$ cat config.mk
export PLATFORM = sky130hd
export DESIGN_NAME = ptr_mem_seq
export DESIGN_NICKNAME = d
export VERILOG_FILES = /design/src/rtl/pms_pkg.sv /design/src/rtl/pms_ctrl.sv /design/src/rtl/pms_addr.sv /design/src/rtl/pms_bytes.sv /design/src/rtl/ptr_mem_seq.sv
export SDC_FILE = /design/constraint.sdc
export NUM_CORES = 1
export LEC_CHECK = 0
export BUFFER_PORTS_ARGS = -buffer_cell sky130_fd_sc_hd__buf_2
export CORE_MARGIN = 3
export CORE_UTILIZATION = 54
export CTS_CLUSTER_SIZE = 40
export DETAILED_ROUTE_END_ITERATION = 10
export GPL_ROUTABILITY_DRIVEN = 1
export PLACE_DENSITY = 0.9
export SYNTH_ARGS = -nofsm -noshare
export SYNTH_HDL_FRONTEND = slang
export SYNTH_SLANG_ARGS = --single-unit
$ cat constraint.sdc
create_clock -name clk -period 4 [get_ports clk]
set_input_delay 0.2 -clock clk [delete_from_list [all_inputs] [get_ports clk]]
set_output_delay 0.2 -clock clk [all_outputs]
set_load 0.01 [all_outputs]
$ cat src/rtl/pms_pkg.sv
package pms_pkg;
    localparam int WORD_W = 16;
    localparam int BYTE_W = 8;
    localparam int REG_N  = 16;
    localparam int REG_AW = $clog2(REG_N);
    localparam int OP_W   = 4;
    localparam int OFF_W  = 3;
    localparam int NBYTES = WORD_W / BYTE_W;
    localparam logic [REG_AW-1:0] ACC_IDX = '0;

    typedef enum logic [OP_W-1:0] {
        OPC_LD_BYTE  = 4'h4,
        OPC_ST_BYTE  = 4'h5,
        OPC_LD_WORD  = 4'h6,
        OPC_ST_WORD  = 4'h7,
        OPC_POP_BYTE = 4'h8,
        OPC_PSH_DOWN = 4'h9,
        OPC_POP_WORD = 4'hC
    } opc_e;

    typedef enum logic [2:0] {
        ST_IDLE, ST_A1, ST_A2, ST_CAP, ST_WACC, ST_WPTR, ST_DONE
    } st_e;

    typedef struct packed {
        logic             is_load;
        logic             is_dbl;
        logic             hi_first;
        logic [OFF_W-1:0] off1;
        logic [OFF_W-1:0] off2;
        logic [OFF_W-1:0] delta;
    } opdesc_t;

    function automatic logic op_known(input logic [OP_W-1:0] c);
        case (c)
            OPC_LD_BYTE, OPC_ST_BYTE, OPC_LD_WORD, OPC_ST_WORD,
            OPC_POP_BYTE, OPC_PSH_DOWN, OPC_POP_WORD: return 1'b1;
            default: return 1'b0;
        endcase
    endfunction

    // offsets are two's complement in OFF_W bits
    function automatic opdesc_t decode_op(input logic [OP_W-1:0] c);
        opdesc_t d;
        d = '0;
        case (c)
            OPC_LD_BYTE:  begin d.is_load = 1'b1; d.delta = 3'b001; end
            OPC_ST_BYTE:  begin d.delta = 3'b001; end
            OPC_LD_WORD:  begin d.is_load = 1'b1; d.is_dbl = 1'b1;
                                d.off2 = 3'b001; d.delta = 3'b010; end
            OPC_ST_WORD:  begin d.is_dbl = 1'b1;
                                d.off2 = 3'b001; d.delta = 3'b010; end
            OPC_POP_BYTE: begin d.is_load = 1'b1;
                                d.off1 = 3'b111; d.delta = 3'b111; end
            OPC_PSH_DOWN: begin d.off1 = 3'b111; d.delta = 3'b111; end
            OPC_POP_WORD: begin d.is_load = 1'b1; d.is_dbl = 1'b1; d.hi_first = 1'b1;
                                d.off1 = 3'b111; d.off2 = 3'b110; d.delta = 3'b110; end
            default: d = '0;
        endcase
        return d;
    endfunction
endpackage

$ cat src/rtl/pms_ctrl.sv
module pms_ctrl
    import pms_pkg::*;
#(
    parameter int RAW = REG_AW,
    parameter int CW  = OP_W
) (
    input  logic           clk,
    input  logic           rst,
    input  logic           start,
    input  logic [CW-1:0]  op_code,
    input  logic [RAW-1:0] ptr_sel,
    output st_e            st,
    output opdesc_t        desc_q,
    output logic [RAW-1:0] sel_q,
    output logic           accept
);
    st_e st_nx;

    assign accept = (st == ST_IDLE) && start && op_known(op_code);

    always_comb begin
        st_nx = st;
        case (st)
            ST_IDLE: if (accept) st_nx = ST_A1;
            ST_A1:   st_nx = desc_q.is_dbl ? ST_A2 : (desc_q.is_load ? ST_CAP : ST_WPTR);
            ST_A2:   st_nx = desc_q.is_load ? ST_CAP : ST_WPTR;
            ST_CAP:  st_nx = ST_WACC;
            ST_WACC: st_nx = ST_WPTR;
            ST_WPTR: st_nx = ST_DONE;
            ST_DONE: st_nx = ST_IDLE;
            default: st_nx = ST_IDLE;
        endcase
    end

    always_ff @(posedge clk) begin
        if (rst) begin
            st     <= ST_IDLE;
            desc_q <= '0;
            sel_q  <= '0;
        end else begin
            st <= st_nx;
            if (accept) begin
                desc_q <= decode_op(op_code);
                sel_q  <= ptr_sel;
            end
        end
    end
endmodule

$ cat src/rtl/pms_addr.sv
module pms_addr
    import pms_pkg::*;
#(
    parameter int W  = WORD_W,
    parameter int OW = OFF_W
) (
    input  logic          clk,
    input  logic          rst,
    input  logic          accept,
    input  logic [W-1:0]  ptr_in,
    input  st_e           st,
    input  logic [OW-1:0] off1,
    input  logic [OW-1:0] off2,
    input  logic [OW-1:0] delta,
    output logic [W-1:0]  mem_addr,
    output logic [W-1:0]  ptr_next
);
    logic [W-1:0]  ptr_q;
    logic [OW-1:0] off_sel;

    function automatic logic [W-1:0] sext(input logic [OW-1:0] o);
        return {{(W-OW){o[OW-1]}}, o};
    endfunction

    always_ff @(posedge clk) begin
        if (rst)         ptr_q <= '0;
        else if (accept) ptr_q <= ptr_in;
    end

    // sums truncate to W bits, giving modulo-2^W wrap
    assign off_sel  = (st == ST_A2) ? off2 : off1;
    assign mem_addr = ptr_q + sext(off_sel);
    assign ptr_next = ptr_q + sext(delta);
endmodule

$ cat src/rtl/pms_bytes.sv
module pms_bytes
    import pms_pkg::*;
#(
    parameter int BW = BYTE_W,
    parameter int NB = NBYTES
) (
    input  logic            clk,
    input  logic            rst,
    input  logic            accept,
    input  logic [NB*BW-1:0] acc_in,
    input  st_e             st,
    input  logic            is_load,
    input  logic            is_dbl,
    input  logic            hi_first,
    input  logic [BW-1:0]   mem_rdata,
    output logic [BW-1:0]   st_byte,
    output logic [NB*BW-1:0] acc_new
);
    localparam int SW = (NB > 1) ? $clog2(NB) : 1;

    logic [NB*BW-1:0] acc_q;
    logic             rd_pend;
    logic [SW-1:0]    rd_slot;
    logic [BW-1:0]    slot [NB];

    always_ff @(posedge clk) begin
        if (rst) begin
            acc_q   <= '0;
            rd_pend <= 1'b0;
            rd_slot <= '0;
        end else begin
            if (accept) acc_q <= acc_in;
            rd_pend <= is_load && ((st == ST_A1) || (st == ST_A2));
            rd_slot <= (st == ST_A2) ? SW'(1) : SW'(0);
        end
    end

    for (genvar g = 0; g < NB; g++) begin : g_slot
        always_ff @(posedge clk) begin
            if (rst)                                slot[g] <= '0;
            else if (rd_pend && rd_slot == SW'(g))  slot[g] <= mem_rdata;
        end
    end

    assign st_byte = (st == ST_A2) ? acc_q[2*BW-1:BW] : acc_q[BW-1:0];

    always_comb begin
        acc_new = '0;
        if (!is_dbl)       acc_new[BW-1:0] = slot[0];
        else if (hi_first) acc_new = {slot[0], slot[1]};
        else               acc_new = {slot[1], slot[0]};
    end
endmodule

$ cat src/rtl/ptr_mem_seq.sv
module ptr_mem_seq
    import pms_pkg::*;
#(
    parameter int W   = WORD_W,
    parameter int BW  = BYTE_W,
    parameter int RAW = REG_AW,
    parameter int CW  = OP_W
) (
    input  logic           clk,
    input  logic           rst,
    input  logic           start,
    input  logic [CW-1:0]  op_code,
    input  logic [RAW-1:0] ptr_sel,
    output logic           busy,
    output logic           done,
    output logic [RAW-1:0] rf_raddr,
    input  logic [W-1:0]   rf_rdata,
    input  logic [W-1:0]   acc_rdata,
    output logic           rf_we,
    output logic [RAW-1:0] rf_waddr,
    output logic [W-1:0]   rf_wdata,
    output logic [W-1:0]   mem_addr,
    output logic           mem_we,
    output logic           mem_re,
    output logic [BW-1:0]  mem_wdata,
    input  logic [BW-1:0]  mem_rdata,
    output logic           flag_upd,
    output logic [RAW-1:0] prior_reg
);
    st_e            st;
    opdesc_t        desc_q;
    logic [RAW-1:0] sel_q;
    logic           accept;
    logic [W-1:0]   ptr_next;
    logic [W-1:0]   acc_new;
    logic           in_access;

    pms_ctrl #(.RAW(RAW), .CW(CW)) ctrl_i (
        .clk(clk), .rst(rst), .start(start), .op_code(op_code), .ptr_sel(ptr_sel),
        .st(st), .desc_q(desc_q), .sel_q(sel_q), .accept(accept)
    );

    pms_addr #(.W(W), .OW(OFF_W)) addr_i (
        .clk(clk), .rst(rst), .accept(accept), .ptr_in(rf_rdata), .st(st),
        .off1(desc_q.off1), .off2(desc_q.off2), .delta(desc_q.delta),
        .mem_addr(mem_addr), .ptr_next(ptr_next)
    );

    pms_bytes #(.BW(BW), .NB(W / BW)) bytes_i (
        .clk(clk), .rst(rst), .accept(accept), .acc_in(acc_rdata), .st(st),
        .is_load(desc_q.is_load), .is_dbl(desc_q.is_dbl), .hi_first(desc_q.hi_first),
        .mem_rdata(mem_rdata), .st_byte(mem_wdata), .acc_new(acc_new)
    );

    assign busy      = (st != ST_IDLE);
    assign done      = (st == ST_DONE);
    assign in_access = (st == ST_A1) || (st == ST_A2);
    assign mem_re    = in_access && desc_q.is_load;
    assign mem_we    = in_access && !desc_q.is_load;
    assign rf_raddr  = busy ? sel_q : ptr_sel;

    // accumulator first, pointer last: pointer wins when it is R0
    assign rf_we     = (st == ST_WACC) || (st == ST_WPTR);
    assign rf_waddr  = (st == ST_WACC) ? RAW'(ACC_IDX) : sel_q;
    assign rf_wdata  = (st == ST_WACC) ? acc_new : ptr_next;

    assign flag_upd  = done;
    assign prior_reg = RAW'(ACC_IDX);
endmodule

### After elaboration in Yosys (flattened, before gate mapping)

Memory sizes are Yosys's and may differ from the RTL's.
Index checks and enable logic that the tools add are counted.

| word-level totals | value |
|---|---|
| memories kept | 1 |
| output and inout bits | 58 |
| memory bits (writable) | 16 |
| word-level logic and storage cells | 80 |
| bits in registers | 53 |

Memory list:

| name | depth | width | rd ports | clocked after memory_dff | wr ports | RTL line | source |
|---|---|---|---|---|---|---|---|
| bytes_i.slot | 2 | 8 | 2 | 0 | 2 | pms_bytes.sv:24 | `logic [BW-1:0] slot [NB];` |

| operators by class | value |
|---|---|
| muxes and demuxes | 30 |
| reduce and logical (&&, ||, !) cells | 18 |
| $add $sub $neg | 2 |
| bitwise operators | 3 |
| eq/ne operators | 14 |

Operator list:

| kind | number |
|---|---|
| 8-bit 2-to-1 mux | 5 |
| 16-bit adder | 2 |
| 16-bit 2-to-1 mux | 2 |
| 3-bit one-hot mux with 6 select lines | 1 |
| 4-bit by 3-bit equality test with 1-bit output (second input constant) | 4 |
| 3-bit 2-to-1 mux | 5 |
| 1-bit 2-to-1 mux | 13 |
| 4-bit equality test (second input constant) | 3 |
| 3-bit one-hot mux with 4 select lines | 1 |
| 3-bit equality test (second input constant) | 3 |
| 4-bit 2-to-1 mux | 2 |
| 7-bit OR reduction | 1 |
| 3-bit by 2-bit equality test with 1-bit output (second input constant) | 2 |
| 1-bit logical AND | 6 |
| 3-bit one-hot mux with 2 select lines | 1 |
| 2-bit OR reduction | 3 |
| 3-bit OR reduction | 2 |
| 4-bit OR reduction | 1 |
| 3-bit by 1-bit equality test with 1-bit output (second input constant) | 1 |
| 3-bit zero test | 1 |
| 3-bit nonzero test | 1 |
| 1-bit logical OR | 2 |
| 2-bit != test (second input constant) | 1 |
| 1-bit bitwise OR | 2 |
| other kinds (2) | 2 |

### Longest topological paths before layout

| logic depth | value |
|---|---|
| word-level depth | 6 |
| depth in mapped cells | 13 |

### By module

A second synthesis with hierarchy kept.

| unflattened totals | value |
|---|---|
| cell total of the unflattened synthesis | 498 |
| area total of the unflattened synthesis | 4698.3 um2 |

Modules (own cells, without submodules):

| module | cells each | area each (um2) | times used | sequential area each (um2) |
|---|---|---|---|---|
| pms_addr | 235 | 1996.9 | 1 | 320.3 |
| pms_bytes | 138 | 1590.3 | 1 | 840.8 |
| pms_ctrl | 85 | 734.5 | 1 | 300.3 |
| ptr_mem_seq | 40 | 376.6 | 1 | 0.0 |

### Worst setup path before layout

Ideal clock, no wire load.

| timing | value |
|---|---|
| kind | flip-flop to output port |
| from | register ctrl_i.st[1] |
| to | output mem_addr[11] |
| arrival | 2.812 ns |
| buffers on the path | 1 |
| cell stages (with the launch flop) | 12 |
| path slack | 0.988 ns |
| cells stage by stage | dfxtp_1 buf_4 nor3b_1 nand2b_1 nand2_1 ha_1 a21o_1 a21oi_1 o21ai_2 a31oi_1 o21ai_0 xor2_1 |

| on the way | value |
|---|---|
| word-level cells in the longest chain between the ends | 3 |

RTL lines:

| what | RTL line | source |
|---|---|---|
| from (decl) | pms_ctrl.sv:12 | `output st_e st,` |
| from (signal assigned) | pms_ctrl.sv:41 | `st <= st_nx;` |
| 3-bit by 2-bit equality test with 1-bit output | pms_addr.sv:31 | `assign off_sel = (st == ST_A2) ? off2 : off1;` |
| 3-bit 2-to-1 mux | pms_addr.sv:31 |  |
| 16-bit adder | pms_addr.sv:32 | `assign mem_addr = ptr_q + sext(off_sel);` |
| to (decl) | ptr_mem_seq.sv:22 | `output logic [W-1:0] mem_addr,` |

Every way passes these cells.

### Worst setup path after layout

| timing | value |
|---|---|
| from | register ctrl_i.st[1] |
| to | output mem_addr[14] |

The elaborated chain is that of the path after synthesis.

==> reports/metrics.yaml <==
status: "finished clean"
gp_congestion: 0.9016
final-max-slew-violation-count: 0
grt_pass1_vias: 4098
syn_area_per_cell_um2: 8.379
setup_slack_ns: 0.2824
cp-end-kind: "output port"
synth_top_area_share_pct: 22.50
path_cells: "nor3b_4 -> nand2b_1 -> nand2_1 -> buf_4 -> fa_1 -> a21oi_1 -> o21ai_0 -> a21oi_1 -> o21a_1 -> o21ai_0 -> xor2_1 -> buf_2"
start_kind: "flip-flop"
die-area_mm2: 0.009364
post_synth_main_area_contributors: "dfxtp_1 22%, edfxtp_1 11%, ha_1 8.7%"
synthXorXnorAreaFrac_pct: 6.102
final_hold_viol_count: 0
cts_buffers: 9
rrSetupSlack_ns: 1.49
synth_edf_count: 16
cp_slowest_cell: "dfxtp_1"
grt_overflow: 0
synth-compound-area-share_pct: 18.25
skew_ns: 0.002121
die_w_um: 96.77
clkTransAtPathRegs_ns: 0.07
post-route-period-util_pct: 92.94
muxShareOfSynthArea_pct: 7.087
synth_top_family_by_area: "simple AND/OR/NAND/NOR gates"
drtPass1Iterations: 5
yosysSeqAreaShare_pct: 33.30
antenna_found_initial: 0
pre_cts_ws_ns: 0.5506
rows: 32
hpwl_um: 8555
cts_tree: "done"
p_leak_nw: 2.430
die_h_um: 96.77
cp.arrival_ns: 3.52
yosys-top-cells-count: "97 x nand2_1, 72 x a21oi_1, 50 x dfxtp_1"
max_freq_mhz: 269.0
critPathMaxStageDelay_ns: 0.55
synthAdderAreaFrac_pct: 9.618
vias_per_cell: 5.669
path_max_fanout: 17
synth_most_common_cell: "nand2_1"
fin_tns_setup_ns: 0
io_buffers: 104
synth-async-reset-ratio_pct: 0
start_util_pct: 56.70
utilization_pct: 65.61
setup_viol: 0
fill_cells: 668
synth.largest_area_cell: "dfxtp_1"
power.density_mw_per_mm2: 309.6
antennaDiodeCount: 0
synth_ff_type: "dfxtp_1"
synthesis.area_mm2: 0.004449
io_pins: 109
yosysWarnings: 0
core_area_mm2: 0.007848
grt_use_total_pct: 24.02
wirelength_um: 11280
vias: 4121
ys_seq_elements: 66
max_cap_viol_count: 0
hold_class: "input pin to flip-flop"
cts.path.max_buffers: 2
wl_per_cell_um: 15.51
drive_gt1_share_pct: 24.16
maxSlewHeadroom_pct: 30.25
cts_htree_levels: 3
clock_sinks: 66
worst_pin_slew_ns: 1.045
criticalPathCategory: "flip-flop to output port"
syn_inst: 531
drt_iter0_drc: 188
peakVddDrop_v: 0.0002682
fin_crit_ns: 3.718
drtAntennaViolNets: 0
rsz0062_at_grt: "false"
area_growth_syn_to_layout_pct: 15.72
synthSimpleGateAreaFrac_pct: 20.36
grt_max_degree: 53
synth_cell_types: 53
fin_nets: 704
grt_pass1_wl_um: 18920
critical_path_required_ns: 3.80
root_buffer: "clkbuf_8"
clkLatencyLatePin_ns: 0.34
drc_errors: 0
## final cells by class
type	count	area [um^2]	share of cell area, %
well taps	102	127.6	2.479
inverters	9	33.78	0.6561
repair buffers	109	558.0	10.84
flip-flops and latches	66	1481	28.77
clock inverters	3	40.04	0.7776
multi-input cells	425	2759	53.58
clock buffers	13	148.9	2.892
## through the flow
stage | std cells | hold WS (ns) | area, um^2 | total power, W
final | 727 | 0.08701 | 5149 | 0.001594
after global placement | 711 | 0.4387 | 4949 | 0.001043
after global routing | 727 | 0.09414 | 5149 | 0.001668
after detailed placement | 711 | 0.4464 | 4949 | 0.001054
after CTS | 727 | 0.08368 | 5137 | 0.001598
after floorplan | 534 | 0.3360 | 4461 | 0.0009484
## report_power, final
part	switching, W	internal (W)	leakage, nW
clock network	0.000249	0.000304	0.0974
logic	0.000177	0.000125	1.76
registers	0.0000277	0.000711	0.571
total	0.000454	0.00114	2.43
## routing by layer
| metal | global-route usage [%] | share of wire [%] | wire [um] |
|---|---|---|---|
| met1 | 27.95 | 41 | 4628 |
| met2 | 42.36 | 50 | 5691 |
| met3 | 7.210 | 6.9 | 779 |
| met4 | 7.235 | 1.6 | 178 |
| met5 | 0 | 0 | 0 |
## cell families (layout without fill, tap and decap cells)
kind of cell | after synthesis | in the layout
and+or+nand+nor | 191 | 191
adders and majority gates | 33 | 33
AOI/OAI and AO/OA | 137 | 137
xor gates and xnor gates | 31 | 31
muxes | 29 | 29
other | 1 | 4
DFF | 66 | 66
buffers and inverters | 43 | 134
## worst paths after layout
kind	start	endpoint	cells past startpoint
hold / removal	rf_rdata[5]	addr_i.ptr_q[5]$_SDFFE_PP0P_	3
hold reg to reg	bytes_i.acc_q[9]$_SDFFE_PP0P_	bytes_i.acc_q[9]$_SDFFE_PP0P_	2
setup reg to reg	ctrl_i.st[2]$_SDFFE_PP0P_	ctrl_i.desc_q[3]$_SDFFE_PP0P_	5
setup / recovery	ctrl_i.st[1]$_SDFFE_PP0P_	mem_addr[14]	12
## sequential cells by signal, summed over array words and instances (netlist names)
name	flops
bytes_i.acc_q	16
bytes_i.slot	16
ctrl_i.sel_q	4
bytes_i.rd_slot	1
addr_i.ptr_q	16
ctrl_i.st	3
ctrl_i.desc_q	9
bytes_i.rd_pend	1
## repair_timing
item                                    in CTS  in global routing
endpoints found under the setup margin       0                  6
hold buffers                                 0                  0
setup buffers                                0                  0
gates resized for setup                      0                  2
## layout by cell type (no fill, tap or decap), drive strengths merged, types with 16 or more instances in the layout
| cell | instances |
|---|---|
| a21oi | 73 |
| and2 | 17 |
| buf | 109 |
| dfxtp | 50 |
| edfxtp | 16 |
| ha | 31 |
| mux2 | 20 |
| nand2 | 97 |
| nor2 | 23 |
| o21ai | 23 |
| xnor2 | 19 |
## worst max-delay path: cells and delay by family (launching register included)
kind            cells  cell delay [ns]
compound gates      5             1.07
simple gates        3             0.56
flops               1             0.55
fa+ha+maj           1             0.48
buf+inv             2             0.36
xor+xnor            1             0.15
(Power assumes the default switching activity.)
